`config.mk`:
```
export PLATFORM = sky130hd
export DESIGN_NAME = d2i_convert
export DESIGN_NICKNAME = d
export VERILOG_FILES = /design/src/rtl/d2i_pkg.sv /design/src/rtl/d2i_control.sv /design/src/rtl/d2i_datapath.sv /design/src/rtl/d2i_convert.sv
export SDC_FILE = /design/constraint.sdc
export NUM_CORES = 1
export LEC_CHECK = 0
export ABC_AREA = 1
export BUFFER_PORTS_ARGS = -buffer_cell sky130_fd_sc_hd__buf_2
export CORE_ASPECT_RATIO = 0.6
export CORE_MARGIN = 2
export CORE_UTILIZATION = 60
export CTS_BUF_LIST = sky130_fd_sc_hd__clkbuf_2
export DETAILED_ROUTE_END_ITERATION = 7
export PLACE_DENSITY_LB_ADDON = 0.15
export SLEW_MARGIN = 10
export SYNTH_ARGS = -nofsm -noshare
export SYNTH_HDL_FRONTEND = slang
export SYNTH_SLANG_ARGS = --single-unit
```
`constraint.sdc`:
```
create_clock -name clk -period 10.6 [get_ports clk]
set_input_delay 2.12 -clock clk [delete_from_list [all_inputs] [get_ports clk]]
set_output_delay 2.12 -clock clk [all_outputs]
set_load 0.02 [all_outputs]
```
`src/rtl/d2i_pkg.sv`:
```
package d2i_pkg;

  typedef enum logic [1:0] {
    RM_NEAREST = 2'd0,
    RM_ZERO    = 2'd1,
    RM_UP      = 2'd2,
    RM_DOWN    = 2'd3
  } roundMode_e;

  typedef struct packed {
    logic load;
  } ctrlStrobe_t;

endpackage

```
`src/rtl/d2i_control.sv`:
```
module d2i_control
  import d2i_pkg::*;
(
  input  logic        clk,
  input  logic        rst_n,
  input  logic        inValid,
  output ctrlStrobe_t stb,
  output logic        outValid
);

  always_comb begin
    stb      = '0;
    stb.load = inValid;
  end

  always_ff @(posedge clk) begin
    if (!rst_n) outValid <= 1'b0;
    else        outValid <= inValid;
  end

endmodule

```
`src/rtl/d2i_datapath.sv`:
```
module d2i_datapath
  import d2i_pkg::*;
#(
  parameter int EXP_W  = 11,
  parameter int FRAC_W = 52,
  parameter int INT_W  = 32,
  localparam int OP_W  = 1 + EXP_W + FRAC_W
) (
  input  logic              clk,
  input  logic              rst_n,
  input  ctrlStrobe_t       stb,
  input  logic [OP_W-1:0]   operand,
  input  roundMode_e        mode,
  output logic [INT_W-1:0]  result,
  output logic              inexact,
  output logic              invalid
);

  localparam int MANT_W = FRAC_W + 1;
  localparam int XFR_W  = 2 * MANT_W;
  localparam int WIDE_W = MANT_W + XFR_W;
  localparam int BIAS   = (1 << (EXP_W - 1)) - 1;
  localparam int LOW_E  = FRAC_W - XFR_W + 1;
  localparam logic [INT_W-1:0] INVALID_VAL = {1'b0, {(INT_W-1){1'b1}}};

  logic              signBit;
  logic [EXP_W-1:0]  expField;
  logic [FRAC_W-1:0] fracField;
  int                expUnb;
  int                shAmt;
  logic              isSpecial, tooBig, tiny;
  logic [WIDE_W-1:0] wide;
  logic [INT_W-1:0]  intPart;
  logic              hiRest, rndBit, stkBit, incBit;
  logic [INT_W:0]    mag;
  logic              rangeErr, badOp;
  logic [INT_W-1:0]  signedVal;

  assign signBit   = operand[OP_W-1];
  assign expField  = operand[OP_W-2 -: EXP_W];
  assign fracField = operand[FRAC_W-1:0];

  always_comb begin
    expUnb    = int'(expField) - BIAS;
    isSpecial = &expField;
    tooBig    = !isSpecial && (expUnb >= INT_W);
    tiny      = expUnb < LOW_E;
    shAmt     = (isSpecial || tooBig || tiny) ? 0 : (FRAC_W - expUnb);
    wide      = {1'b1, fracField, {XFR_W{1'b0}}} >> shAmt;

    if (tiny) begin
      intPart = '0;
      hiRest  = 1'b0;
      rndBit  = 1'b0;
      stkBit  = |operand[OP_W-2:0];
    end else begin
      intPart = wide[XFR_W +: INT_W];
      hiRest  = |wide[WIDE_W-1:XFR_W+INT_W];
      rndBit  = wide[XFR_W-1];
      stkBit  = |wide[XFR_W-2:0];
    end

    unique case (mode)
      RM_NEAREST: incBit = rndBit & (stkBit | intPart[0]);
      RM_ZERO:    incBit = 1'b0;
      RM_UP:      incBit = (rndBit | stkBit) & !signBit;
      RM_DOWN:    incBit = (rndBit | stkBit) & signBit;
      default:    incBit = 1'b0;
    endcase

    mag = {1'b0, intPart} + {{INT_W{1'b0}}, incBit};

    if (signBit)
      rangeErr = mag[INT_W] || (mag[INT_W-1] && (|mag[INT_W-2:0]));
    else
      rangeErr = mag[INT_W] || mag[INT_W-1];

    badOp     = isSpecial || tooBig || hiRest || rangeErr;
    signedVal = signBit ? (~mag[INT_W-1:0] + 1'b1) : mag[INT_W-1:0];
  end

  always_ff @(posedge clk) begin
    if (!rst_n) begin
      result  <= '0;
      inexact <= 1'b0;
      invalid <= 1'b0;
    end else if (stb.load) begin
      result  <= badOp ? INVALID_VAL : signedVal;
      inexact <= !badOp && (rndBit || stkBit);
      invalid <= badOp;
    end
  end

endmodule

```
`src/rtl/d2i_convert.sv`:
```
module d2i_convert
  import d2i_pkg::*;
#(
  parameter int EXP_W  = 11,
  parameter int FRAC_W = 52,
  parameter int INT_W  = 32,
  localparam int OP_W  = 1 + EXP_W + FRAC_W
) (
  input  logic             clk,
  input  logic             rst_n,
  input  logic             inValid,
  input  logic [OP_W-1:0]  operand,
  input  logic [1:0]       roundMode,
  output logic             outValid,
  output logic [INT_W-1:0] result,
  output logic             inexact,
  output logic             invalid
);

  ctrlStrobe_t stb;

  d2i_control u_ctrl (
    .clk      (clk),
    .rst_n    (rst_n),
    .inValid  (inValid),
    .stb      (stb),
    .outValid (outValid)
  );

  d2i_datapath #(
    .EXP_W  (EXP_W),
    .FRAC_W (FRAC_W),
    .INT_W  (INT_W)
  ) u_dp (
    .clk     (clk),
    .rst_n   (rst_n),
    .stb     (stb),
    .operand (operand),
    .mode    (roundMode_e'(roundMode)),
    .result  (result),
    .inexact (inexact),
    .invalid (invalid)
  );

endmodule

```
# --- Word level (Yosys, flattened, before mapping) ---
# Index checks and enable logic that the tools add are counted.
# Widths: inputs -> output; s select.
op_classes:
  eq_ne: 3
  n_addsub: 4
  multipliers: 0
  n_lt_le_gt_ge: 2
  n_shift: 1
  n_reduce_logical: 19
  div_mod_pow: 0
  muxes: 9
  n_bitwise: 6
op_table:
  columns: ["cell", "n"]
  rows:
  - ["$shr 159x32->159", 1]
  - ["$mux 32", 4]
  - ["$reduce_or 105->1", 1]
  - ["$reduce_or 63->1", 1]
  - ["$add 32x1->33", 1]
  - ["$add 32x1->32 const B", 1]
  - ["$ge 32x7->1 const B", 1]
  - ["$lt 32x7->1 const B", 1]
  - ["$not 32->32", 1]
  - ["$sub 7x32->32 const A", 1]
  - ["$reduce_or 31->1", 1]
  - ["$reduce_or 21->1", 1]
  - ["$sub 11x10->12 const B", 1]
  - ["$reduce_and 11->1", 1]
  - ["$logic_or 1x1->1", 7]
  - ["$eq 2x2->1 const B", 2]
  - ["$mux 1", 4]
  - ["$pmux 1 s4", 1]
  - ["$and 1x1->1", 3]
  - ["$logic_and 1x1->1", 3]
  - ["$logic_not 1->1", 3]
  - ["$eq 2x1->1 const B", 1]
  - ["$logic_not 2->1", 1]
  - ["$or 1x1->1", 2]
totals:
  mem_count: 0
  latch_bits: 0
  romBits: 0
  register_bits: 35
  output_inout_bits: 35
  ramBits: 0

# --- Longest topological paths before layout ---
# Gate-level depths: netlist (run 1).
logic_depth:
  ltp_word: 20
  ltp_mapped: 62

# --- Hierarchy ---
# A second synthesis (run 1) with hierarchy kept.
hier_totals:
  cells_unflattened: 1995
  hier_area_um2: 10095.9
by_module_without_submodules:
  columns: ["mod", "cells_each", "seq_area_each_um2", "n_inst", "area_per_inst_um2"]
  rows:
  - ["d2i_datapath", 1991, 680.7, 1, 10060.9]
  - ["d2i_control", 4, 20.0, 1, 35.0]

# --- Worst setup path before layout (run 1) ---
# Ideal clock, no wire load.
synth_path:
  kind: "input to register"
  startpoint: "input operand[52]"
  endpoint: "register u_dp.result[13]"
  arrival_ps: 8096
  stages: 56
  t_required_ps: 10487
  slack_ps: 2391
  cell_sequence: "inv_1 -> ha_1 -> inv_1 -> nand2_1 -> nand3_1 -> nand2_1 -> nand3_2 -> nand2_1 -> nor2_2 -> nand2_1 -> ha_1 -> nor4b_1 -> nand4_1 -> nor2_1 -> nand3_2 -> nand2_4 -> buf_8 -> buf_6 -> [... 20 more ...] -> ha_1 -> ha_1 -> nand3_1 -> nor2_4 -> nand2_2 -> nor2_4 -> nand2_1 -> nand2_1 -> nand2_2 -> nor2_2 -> nand2_1 -> nor2_2 -> nand3_2 -> o21ai_4 -> nand2_2 -> buf_6 -> o21ai_1 -> inv_1"
synth_via:
  elab_chain_len: 19
synth_lines:
  columns: ["element", "line", "source"]
  rows:
  - ["from (decl)", "d2i_convert.sv:12", "input logic [OP_W-1:0] operand,"]
  - ["branches (longest 18 deep; another with $ge 32x7->1)", null, null]
  - ["$mux 32 (*)", "d2i_datapath.sv:88", "result <= badOp ? INVALID_VAL : signedVal;"]
  - ["to (signal assigned)", "d2i_datapath.sv:88", null]
  - ["to (decl)", "d2i_datapath.sv:14", "output logic [INT_W-1:0] result,"]
# Every way passes the cells marked *.
# A chain may end at the register's enable or synchronous reset.

# --- Final worst setup path (run 1) ---
layout_path:
  startpoint: "input operand[52]"
  endpoint: "register u_dp.result[11]"
# Same word-level chain as after synthesis.

==> qor.yml, run 1 <==
num_antenna_cells: 0
die_y_um: 105
cts-root-buf: "clkbuf_2"
gp_congestion: 1.09
synth_edf_count: 0
p_leak_nw: 5.38
syn_avg_cell_area_um2: 5.09
cp_data_arrival_time_ns: 10.56
drt_wl_total_um: 42800
vias: 14600
die_area_um2: 18100
end_kind: "flop"
grt.overflow.total: 0
drive_gt1_frac: 0.130
ir_drop_uv: 64.4
cp_max_fo: 97
clockBufferDepth: 2
cts-buffers-inserted: 5
num_rows: 36
crit_path_top_delay_cell: "ha_1"
wire_per_inst_um: 19.0
coreArea_um2: 16400
dr.pass1.iters: 8
syn_inst: 2002
clock_latency_ns: 0.50
hold_path.startpoint: "u_dp.result[4]"
synthDominantCellAreaShare: 0.255
slew_viol_final: 0
h-tree-depth: 2
finalSetupViolCount: 0
cts_hold_buffers: 0
grt_max_degree: 116
port_buffers: 103
antenna_found_initial: 0
cts.sinks: 35
fin_crit_ns: 10.16
die_w_um: 172
holdWs_ns: 0.517
rr_worst_depth: 4
powerDensity_nw_per_um2: 89.6
drc: 0
drt_iter0_markers: 3043
status: "completed"
ios: 104
post-place-ws_ns: 0.571
grt_pass1_wl_um: 66000
syn_area_um2: 10200
yosys_most_used_dff: "dfxtp_1"
critPathRequiredTime_ns: 11.00
synthArstFlopShare: 0
max_freq_ghz: 0.0984
cts_tree: "done"
hold_path_class: "reg2reg"
hold_viol: 0
reg2reg_to: "u_dp.result[11]"
ys_types: 54
slew_headroom: 0.262
viasPerCell: 6.51
dp_hpwl_um: 34300
synth_area_leaders: "nand3_1 (26%), nand2_1 (19%), nor2_1 (7.6%)"
finClkSkew_ns: 0
crit_top_cell: "nand2_1"
grt.total_usage: 0.462
post_cts_buffers: 0
rsz0062_at_grt: "no"
tightest_slew_ns: 1.11
yosysTopAreaCell: "nand3_1"
yosysWarnings: 0
grt_pass1_vias: 12600
cts.repair.resized: 0
fin_setup_tns_ns: 0
r2r_slack_ns: 9.80
maxCapViolCount: 0
worst-setup-path-type: "in2reg"
start_util: 0.620
nets: 2098
ys_seq_area_frac: 0.0688
ant_nets: 0
setup_slack_ns: 0.440
area_growth_pct: 4.60
slowest_delay_ns: 0.41
regToRegStartpoint: "u_dp.result[11]"
syn-num-nets: 2082
clkTransAtPathRegs_ns: 0.25
period_share: 0.958
hold_path_depth: 2
start_kind: "input pin"
yosys_register_bits: 35
hold_end: "u_dp.result[4]"
[worst max-delay path by stage]
stage | start | endpoint | slack (ns) | cells past startpoint
after CTS | operand[52] | u_dp.result[16] | 1.04 | 52
after global placement | operand[52] | u_dp.result[13] | 0.90 | 55
after global routing | operand[52] | u_dp.result[31] | 0.04 | 53
after floorplan | operand[52] | u_dp.result[13] | 2.39 | 56
after detailed placement | operand[52] | u_dp.result[31] | 0.57 | 53
final | operand[52] | u_dp.result[11] | 0.44 | 55
[routing by layer]
| metal | share of wire | vias to the layer above | global-route usage |
|---|---|---|---|
| met2 | 0.38 | 1237 | 0.629 |
| met5 | 0.00082 | - | 0 |
| met3 | 0.19 | 128 | 0.214 |
| met4 | 0.018 | 2 | 0.0630 |
| li1 | - | 6771 | - |
| met1 | 0.41 | 6483 | 0.668 |
[registers in the layout (all words and copies together) (netlist names)]
name	flops
u_ctrl.outValid	1
u_dp.inexact	1
u_dp.invalid	1
u_dp.result	32
[stage by stage]
stage	total power [mW]	util	cells	instance area (um2)
5_1_grt	1.01	0.648	2247	10700
6_report	0.955	0.648	2247	10700
4_1_cts	0.910	0.648	2247	10700
3_3_place_gp	0.822	0.646	2239	10600
3_5_place_dp	0.836	0.646	2239	10600
2_1_floorplan	0.638	-	2002	10200
[report_power, final]
part	switching [mW]	internal, mW	leakage, nW
Combinational	0.530	0.200	5.06
Clock	0.0601	0.0155	0.0250
Sequential	0.00641	0.144	0.293
Total	0.596	0.359	5.38
[kinds of logic (layout without fill, tap and decap cells)]
group                      after synthesis  after routing  synth area share
and+or+nand+nor                       1437           1437             0.656
buffers and inverters                  268            285             0.115
DFF                                     35             35            0.0688
xor gates and xnor gates                27             27            0.0232
muxes                                    1              1          0.000982
adders and majority gates               11             11            0.0135
AOI/OAI and AO/OA                      223            223             0.122
[final cells by class]
cell class,count,area (um2)
clock buffers,5,25.0
inverters,150,567
well taps,228,285
repair buffers,127,721
fillers,1683,5780
multi-input cells,1699,8340
flip-flops and latches,35,701
clock inverters,3,20.0
[Yosys cell counts (all sizes together) (5+ instances only)]
library cell  number
nor3              17
xor2              22
clkinv             5
inv              145
buf               62
nor2             241
o21ai            166
nand4             37
xnor2              5
a21oi             24
nor4              17
and2               9
a31oi              5
or2                7
nand2            552
nand3b             7
a41oi              6
clkbuf            56
dfxtp             35
ha                11
nand3            545
[worst max-delay path: cells and delay by family]
kind                     cells  cell delay [ns]
buffers and inverters       10             1.66
AO/OA/AOI/OAI                4             0.90
AND/OR/NAND/NOR             37             4.76
adder cells (fa/ha/maj)      4             1.08
[placed cells by master (no fill, tap or decap), types with 32 or more instances in the layout]
| master | instances |
|---|---|
| o21ai_1 | 32 |
| nand2_1 | 525 |
| nand4_1 | 37 |
| dfxtp_1 | 35 |
| nor2_1 | 204 |
| buf_2 | 103 |
| o21ai_0 | 130 |
| inv_1 | 120 |
| nand3_1 | 520 |
No activity file was read; power rests on OpenSTA's default activity.
==> run 2: changes to the inputs <==
--- a/config.mk
+++ b/config.mk
@@ -9,7 +9,7 @@
 export BUFFER_PORTS_ARGS = -buffer_cell sky130_fd_sc_hd__buf_2
 export CORE_ASPECT_RATIO = 0.6
 export CORE_MARGIN = 2
-export CORE_UTILIZATION = 60
+export CORE_UTILIZATION = 28
 export CTS_BUF_LIST = sky130_fd_sc_hd__clkbuf_2
 export DETAILED_ROUTE_END_ITERATION = 7
 export PLACE_DENSITY_LB_ADDON = 0.15
==> qor.yml, run 2 (synthesized netlist as in run 1, its figures left out) <==
status: "completed"
critPathRequiredTime_ns: 10.91  # -0.09 ns
ant_nets: 0  # unchanged
port_buffers: 103  # unchanged
cts.repair.resized: 0  # unchanged
fin_crit_ns: 9.79  # -0.374 ns
cts_tree: "done"
final_cell_mix: "nand2_1 (525), nand3_1 (520), nor2_1 (204)"
final_area_um2: 11100  # +4.0%
slowest_delay_ns: 0.45  # +0.04 ns
powerDensity_nw_per_um2: 85.2  # -4.9%
top_register: "u_dp.result"
drc: 0  # unchanged
h-tree-depth: 2  # unchanged
ios: 104  # unchanged
total_power_uw: 944  # -1.2%
cts.sinks: 35  # unchanged
slew_viol_final: 0  # unchanged
swShare: 0.614  # -0.0102
worst-setup-path-type: "in2reg"
grt.total_usage: 0.230  # -0.232
pwr-share-seq: 0.158  # about the same
ir_drop_uv: 36.5  # -43%
hold_path_class: "reg2reg"
placed_cell_area_um2: 11000  # +4.0%
crit_top_cell: "nand2_1"
layout_commonest_cell: "nand2_1"
crit_cells: 54  # -1.8%
crit_path_top_delay_cell: "o21ai_0"
clkTransAtPathRegs_ns: 0.18  # -0.07 ns
drive_gt1_frac: 0.134  # +0.00386
period_share: 0.923  # -0.0353
gp_congestion: 1.01  # -7.2%
hold_path_depth: 2  # unchanged
dp_hpwl_um: 37000  # +7.8%
grt_pass1_vias: 12200  # -2.8%
fin_util: 0.307  # -0.341
nets: 2108  # +0.48%
finClkSkew_ns: 0  # unchanged
tightest_slew_ns: 0.886  # -0.221 ns
holdWs_ns: 0.483  # -0.0339 ns
start_kind: "input pin"
cp_max_fo: 34  # -65%
largest_register_ffs: 32  # unchanged
num_rows: 54  # +50%
wire_per_inst_um: 17.9  # -6.1%
rr_worst_depth: 4  # unchanged
max_freq_ghz: 0.102  # +3.8%
die_y_um: 152  # +45%
place_inst: 2497  # +12%
coreArea_um2: 36100  # +120%
slew_headroom: 0.409  # +0.147
p_leak_nw: 5.44  # +1.3%
clkPwrFrac: 0.064  # -0.015
grt_pass1_wl_um: 69600  # +5.4%
viasPerCell: 5.46  # -16%
drt_wl_total_um: 44800  # +4.7%
area_growth_pct: 8.76
cp_num_buf_inv: 8  # -2
finalSetupViolCount: 0  # unchanged
cts-root-buf: "clkbuf_2"
multi_input_area_um2: 8350  # +0.11%
grt.overflow.total: 0  # unchanged
drt_iter0_markers: 1432  # -53%
p_int_uw: 364  # +1.5%
hold_viol: 0  # unchanged
fill_cells: 4279  # +150%
setup_slack_ns: 0.814  # +0.374 ns
fin_setup_tns_ns: 0  # unchanged
end_kind: "flop"
final-instance-count-excl-fill: 2505  # +11%
grt_max_degree: 82  # -29%
post-place-ws_ns: 0.607  # +0.0355 ns
clock_latency_ns: 0.40  # -0.10 ns
switchingPower_uw: 579  # -2.8%
start_util: 0.282  # -0.337
crit_family: "simple AND/OR/NAND/NOR gates"
vias: 13700  # -6.5%
die_area_um2: 38000  # +110%
dr.pass1.iters: 6  # -2
pwr-share-comb: 0.778  # +0.014
cts_hold_buffers: 0  # unchanged
antenna_found_initial: 2  # +2
post_cts_buffers: 0  # unchanged
die_w_um: 250  # +45%
regArea_um2: 701  # unchanged
cp_data_arrival_time_ns: 10.10  # -0.46 ns
cts-buffers-inserted: 5  # unchanged
clockBufferDepth: 2  # unchanged
maxCapViolCount: 0  # unchanged
rsz0062_at_grt: "no"
## run 2: changes by cell type in the layout (fill, tap and decap cells not counted), sizes merged
cell      previous run  this run
clkinvlp             2         0
diode                0         1
buf                127       137
clkinv               6         7
## run 2: layout make-up
| cell class | instances | share of cell area |
|---|---|---|
| diodes | 1 | 0.000226 |
| clock buffers | 5 | 0.00226 |
| clock inverters | 2 | 0.000790 |
| inverters | 150 | 0.0511 |
| multi-input cells | 1699 | 0.753 |
| flip-flops and latches | 35 | 0.0632 |
| well taps | 476 | 0.0537 |
| repair buffers | 137 | 0.0752 |
## run 2: final timing paths
kind                  startpoint              end  slack, ns
setup / recovery     operand[52]  u_dp.result[27]       0.81
hold / removal      u_dp.inexact     u_dp.inexact       0.48
setup reg to reg  u_dp.result[2]   u_dp.result[2]       9.88
hold reg to reg     u_dp.inexact     u_dp.inexact       0.48
## run 2: metal layers
metal	routed length [um]	vias to the layer above	track usage	share of wire
li1	-	6792	-	-
met1	22500	6352	0.343	0.50
met2	17100	494	0.327	0.38
met3	4680	38	0.0724	0.10
met4	514	0	0.0234	0.011
met5	0	-	0	0
## run 2: power groups by stage
stage	combinational [mW]	clock, mW	sequential (mW)
after floorplan	0.471	0	0.166
after detailed placement	0.711	0	0.152
final	0.735	0.0605	0.149
after global routing	0.809	0.0693	0.151
after CTS	0.714	0.0643	0.149
after global placement	0.714	0	0.152
## run 2: worst min-delay path, stage by stage (launching register included)
cell and delay [ns]:
dfxtp_1 0.35, nand2_1 0.06, a21oi_1 0.05
==> run 3: changes to the inputs <==
--- a/config.mk
+++ b/config.mk
@@ -12,7 +12,7 @@
 export CORE_UTILIZATION = 28
 export CTS_BUF_LIST = sky130_fd_sc_hd__clkbuf_2
 export DETAILED_ROUTE_END_ITERATION = 7
-export PLACE_DENSITY_LB_ADDON = 0.15
+export PLACE_DENSITY = 0.48
 export SLEW_MARGIN = 10
 export SYNTH_ARGS = -nofsm -noshare
 export SYNTH_HDL_FRONTEND = slang
==> qor.yml, run 3 (synthesized netlist as in run 1, its figures left out) <==
swShare: 0.615  # +0.00126
cp_data_arrival_time_ns: 10.12  # +0.02 ns
powerDensity_nw_per_um2: 85.1  # -0.14%
finClkSkew_ns: 0  # unchanged
drive_gt1_frac: 0.132  # -0.00227
clock_latency_ns: 0.39  # about the same
slew_viol_final: 0  # unchanged
grt.total_usage: 0.227  # -0.00345
cts.sinks: 35  # unchanged
crit_path_top_delay_cell: "nor4_1"
post_cts_buffers: 0  # unchanged
pwr-share-comb: 0.773  # -0.005
switchingPower_uw: 576  # -0.53%
clkPwrFrac: 0.068  # +0.004
finalSetupViolCount: 0  # unchanged
total_power_uw: 937  # -0.74%
clkTransAtPathRegs_ns: 0.20  # +0.02 ns
end_kind: "flop"
coreArea_um2: 36100  # unchanged
final_cell_mix: "nand2_1 (525), nand3_1 (520), nor2_1 (204)"
port_buffers: 103  # unchanged
hold_path_class: "reg2reg"
layout_commonest_cell: "nand2_1"
period_share: 0.922  # -0.00133
start_kind: "input pin"
grt_pass1_wl_um: 68600  # -1.4%
vias: 13800  # +0.98%
critPathRequiredTime_ns: 10.94  # +0.03 ns
fin_setup_tns_ns: 0  # unchanged
p_int_uw: 361  # -1.1%
grt.overflow.total: 0  # unchanged
ant_nets: 0  # unchanged
crit_top_cell: "nand3_1"
dr.pass1.iters: 6  # unchanged
fin_util: 0.305  # -0.00184
die_area_um2: 38000  # unchanged
fin_crit_ns: 9.77  # -0.0141 ns
p_leak_nw: 5.41  # -0.69%
largest_register_ffs: 32  # unchanged
area_growth_pct: 8.10
place_inst: 2493  # -0.16%
gp_congestion: 1.04  # +2.2%
cts_tree: "done"
rsz0062_at_grt: "no"
drt_wl_total_um: 44000  # -1.8%
maxCapViolCount: 0  # unchanged
cts-buffers-inserted: 5  # unchanged
die_w_um: 250  # unchanged
nets: 2104  # -0.19%
grt_max_degree: 72  # -12%
ios: 104  # unchanged
hold_viol: 0  # unchanged
clockBufferDepth: 2  # unchanged
viasPerCell: 5.52  # +1.0%
slowest_delay_ns: 0.65  # +0.20 ns
wire_per_inst_um: 17.6  # -1.8%
ir_drop_uv: 39.0  # +6.8%
h-tree-depth: 2  # unchanged
holdWs_ns: 0.499  # +0.0156 ns
antenna_found_initial: 3  # +1
dp_hpwl_um: 36500  # -1.5%
worst-setup-path-type: "in2reg"
cp_max_fo: 51  # +50%
cts-root-buf: "clkbuf_2"
top_register: "u_dp.result"
tightest_slew_ns: 0.967  # +0.0808 ns
max_freq_ghz: 0.102  # +0.14%
final-instance-count-excl-fill: 2504  # -0.040%
drc: 0  # unchanged
drt_iter0_markers: 1598  # +12%
status: "completed"
start_util: 0.282  # unchanged
pwr-share-seq: 0.159  # about the same
slew_headroom: 0.355  # -0.0539
grt_pass1_vias: 12300  # +0.65%
num_rows: 54  # unchanged
die_y_um: 152  # unchanged
## run 3: cell count changes in the layout (fill, tap and decap cells not counted)
cell,previous run,this run
buf_12,5,1
clkbuf_2,5,6
clkinv_1,5,6
diode_2,1,3
nand2_8,0,1
o21ai_1,31,32
o21ai_2,3,2
clkinv_2,2,1
nand2_4,4,3
## run 3: cell type report
type                            instances  area, um2
Antenna cell                            3       7.51
Clock buffer                            6       30.0
Timing Repair Buffer                  133        753
Tap cell                              476        596
Clock inverter                          2       7.51
Fill cell                            4207      25100
Inverter                              150        567
Multi-Input combinational cell       1699       8350
Sequential cell                        35        701
## run 3: per-layer routing
layer | GRT usage | wire length, um | vias up
met5 | 0 | 0 | -
met4 | 0.0156 | 320 | 0
met1 | 0.341 | 22000 | 6428
met2 | 0.324 | 17100 | 557
met3 | 0.0683 | 4520 | 34
li1 | - | - | 6791
## run 3: timing repair
action                                 in CTS  in global routing
setup endpoints to repair                   0                  3
endpoints found under the hold margin       0                  0
hold buffers                                0                  0
gates resized for setup                     0                  1
## run 3: worst max-delay path, delay by kind of cell
kind / cells / cell delay, ns
buffers and inverters: 8 / 1.05
AOI/OAI and AO/OA: 3 / 0.49
and+or+nand+nor: 37 / 5.15
adders and majority gates: 5 / 1.25
## run 3: power groups by stage
stage | logic, mW | registers (mW) | clock network (mW)
2_1_floorplan | 0.471 | 0.166 | 0
3_3_place_gp | 0.702 | 0.152 | 0
3_5_place_dp | 0.700 | 0.152 | 0
4_1_cts | 0.703 | 0.149 | 0.0668
5_1_grt | 0.798 | 0.151 | 0.0751
6_report | 0.724 | 0.149 | 0.0638
## run 3: metrics by stage
stage | instance area (um2) | setup slack (ns)
final | 11000 | 0.828
after global routing | 11000 | 0.0799
after CTS | 11000 | 0.960
after detailed placement | 11000 | 0.540
after global placement | 11000 | 0.667
after floorplan | 10200 | 2.39
## run 3: worst paths after layout
check                 start              end  slack, ns  cells after the start
max             operand[52]  u_dp.result[31]       0.83                     53
min            u_dp.inexact     u_dp.inexact       0.50                      2
max reg2reg  u_dp.result[2]   u_dp.result[2]       9.89                      4
min reg2reg    u_dp.inexact     u_dp.inexact       0.50                      2
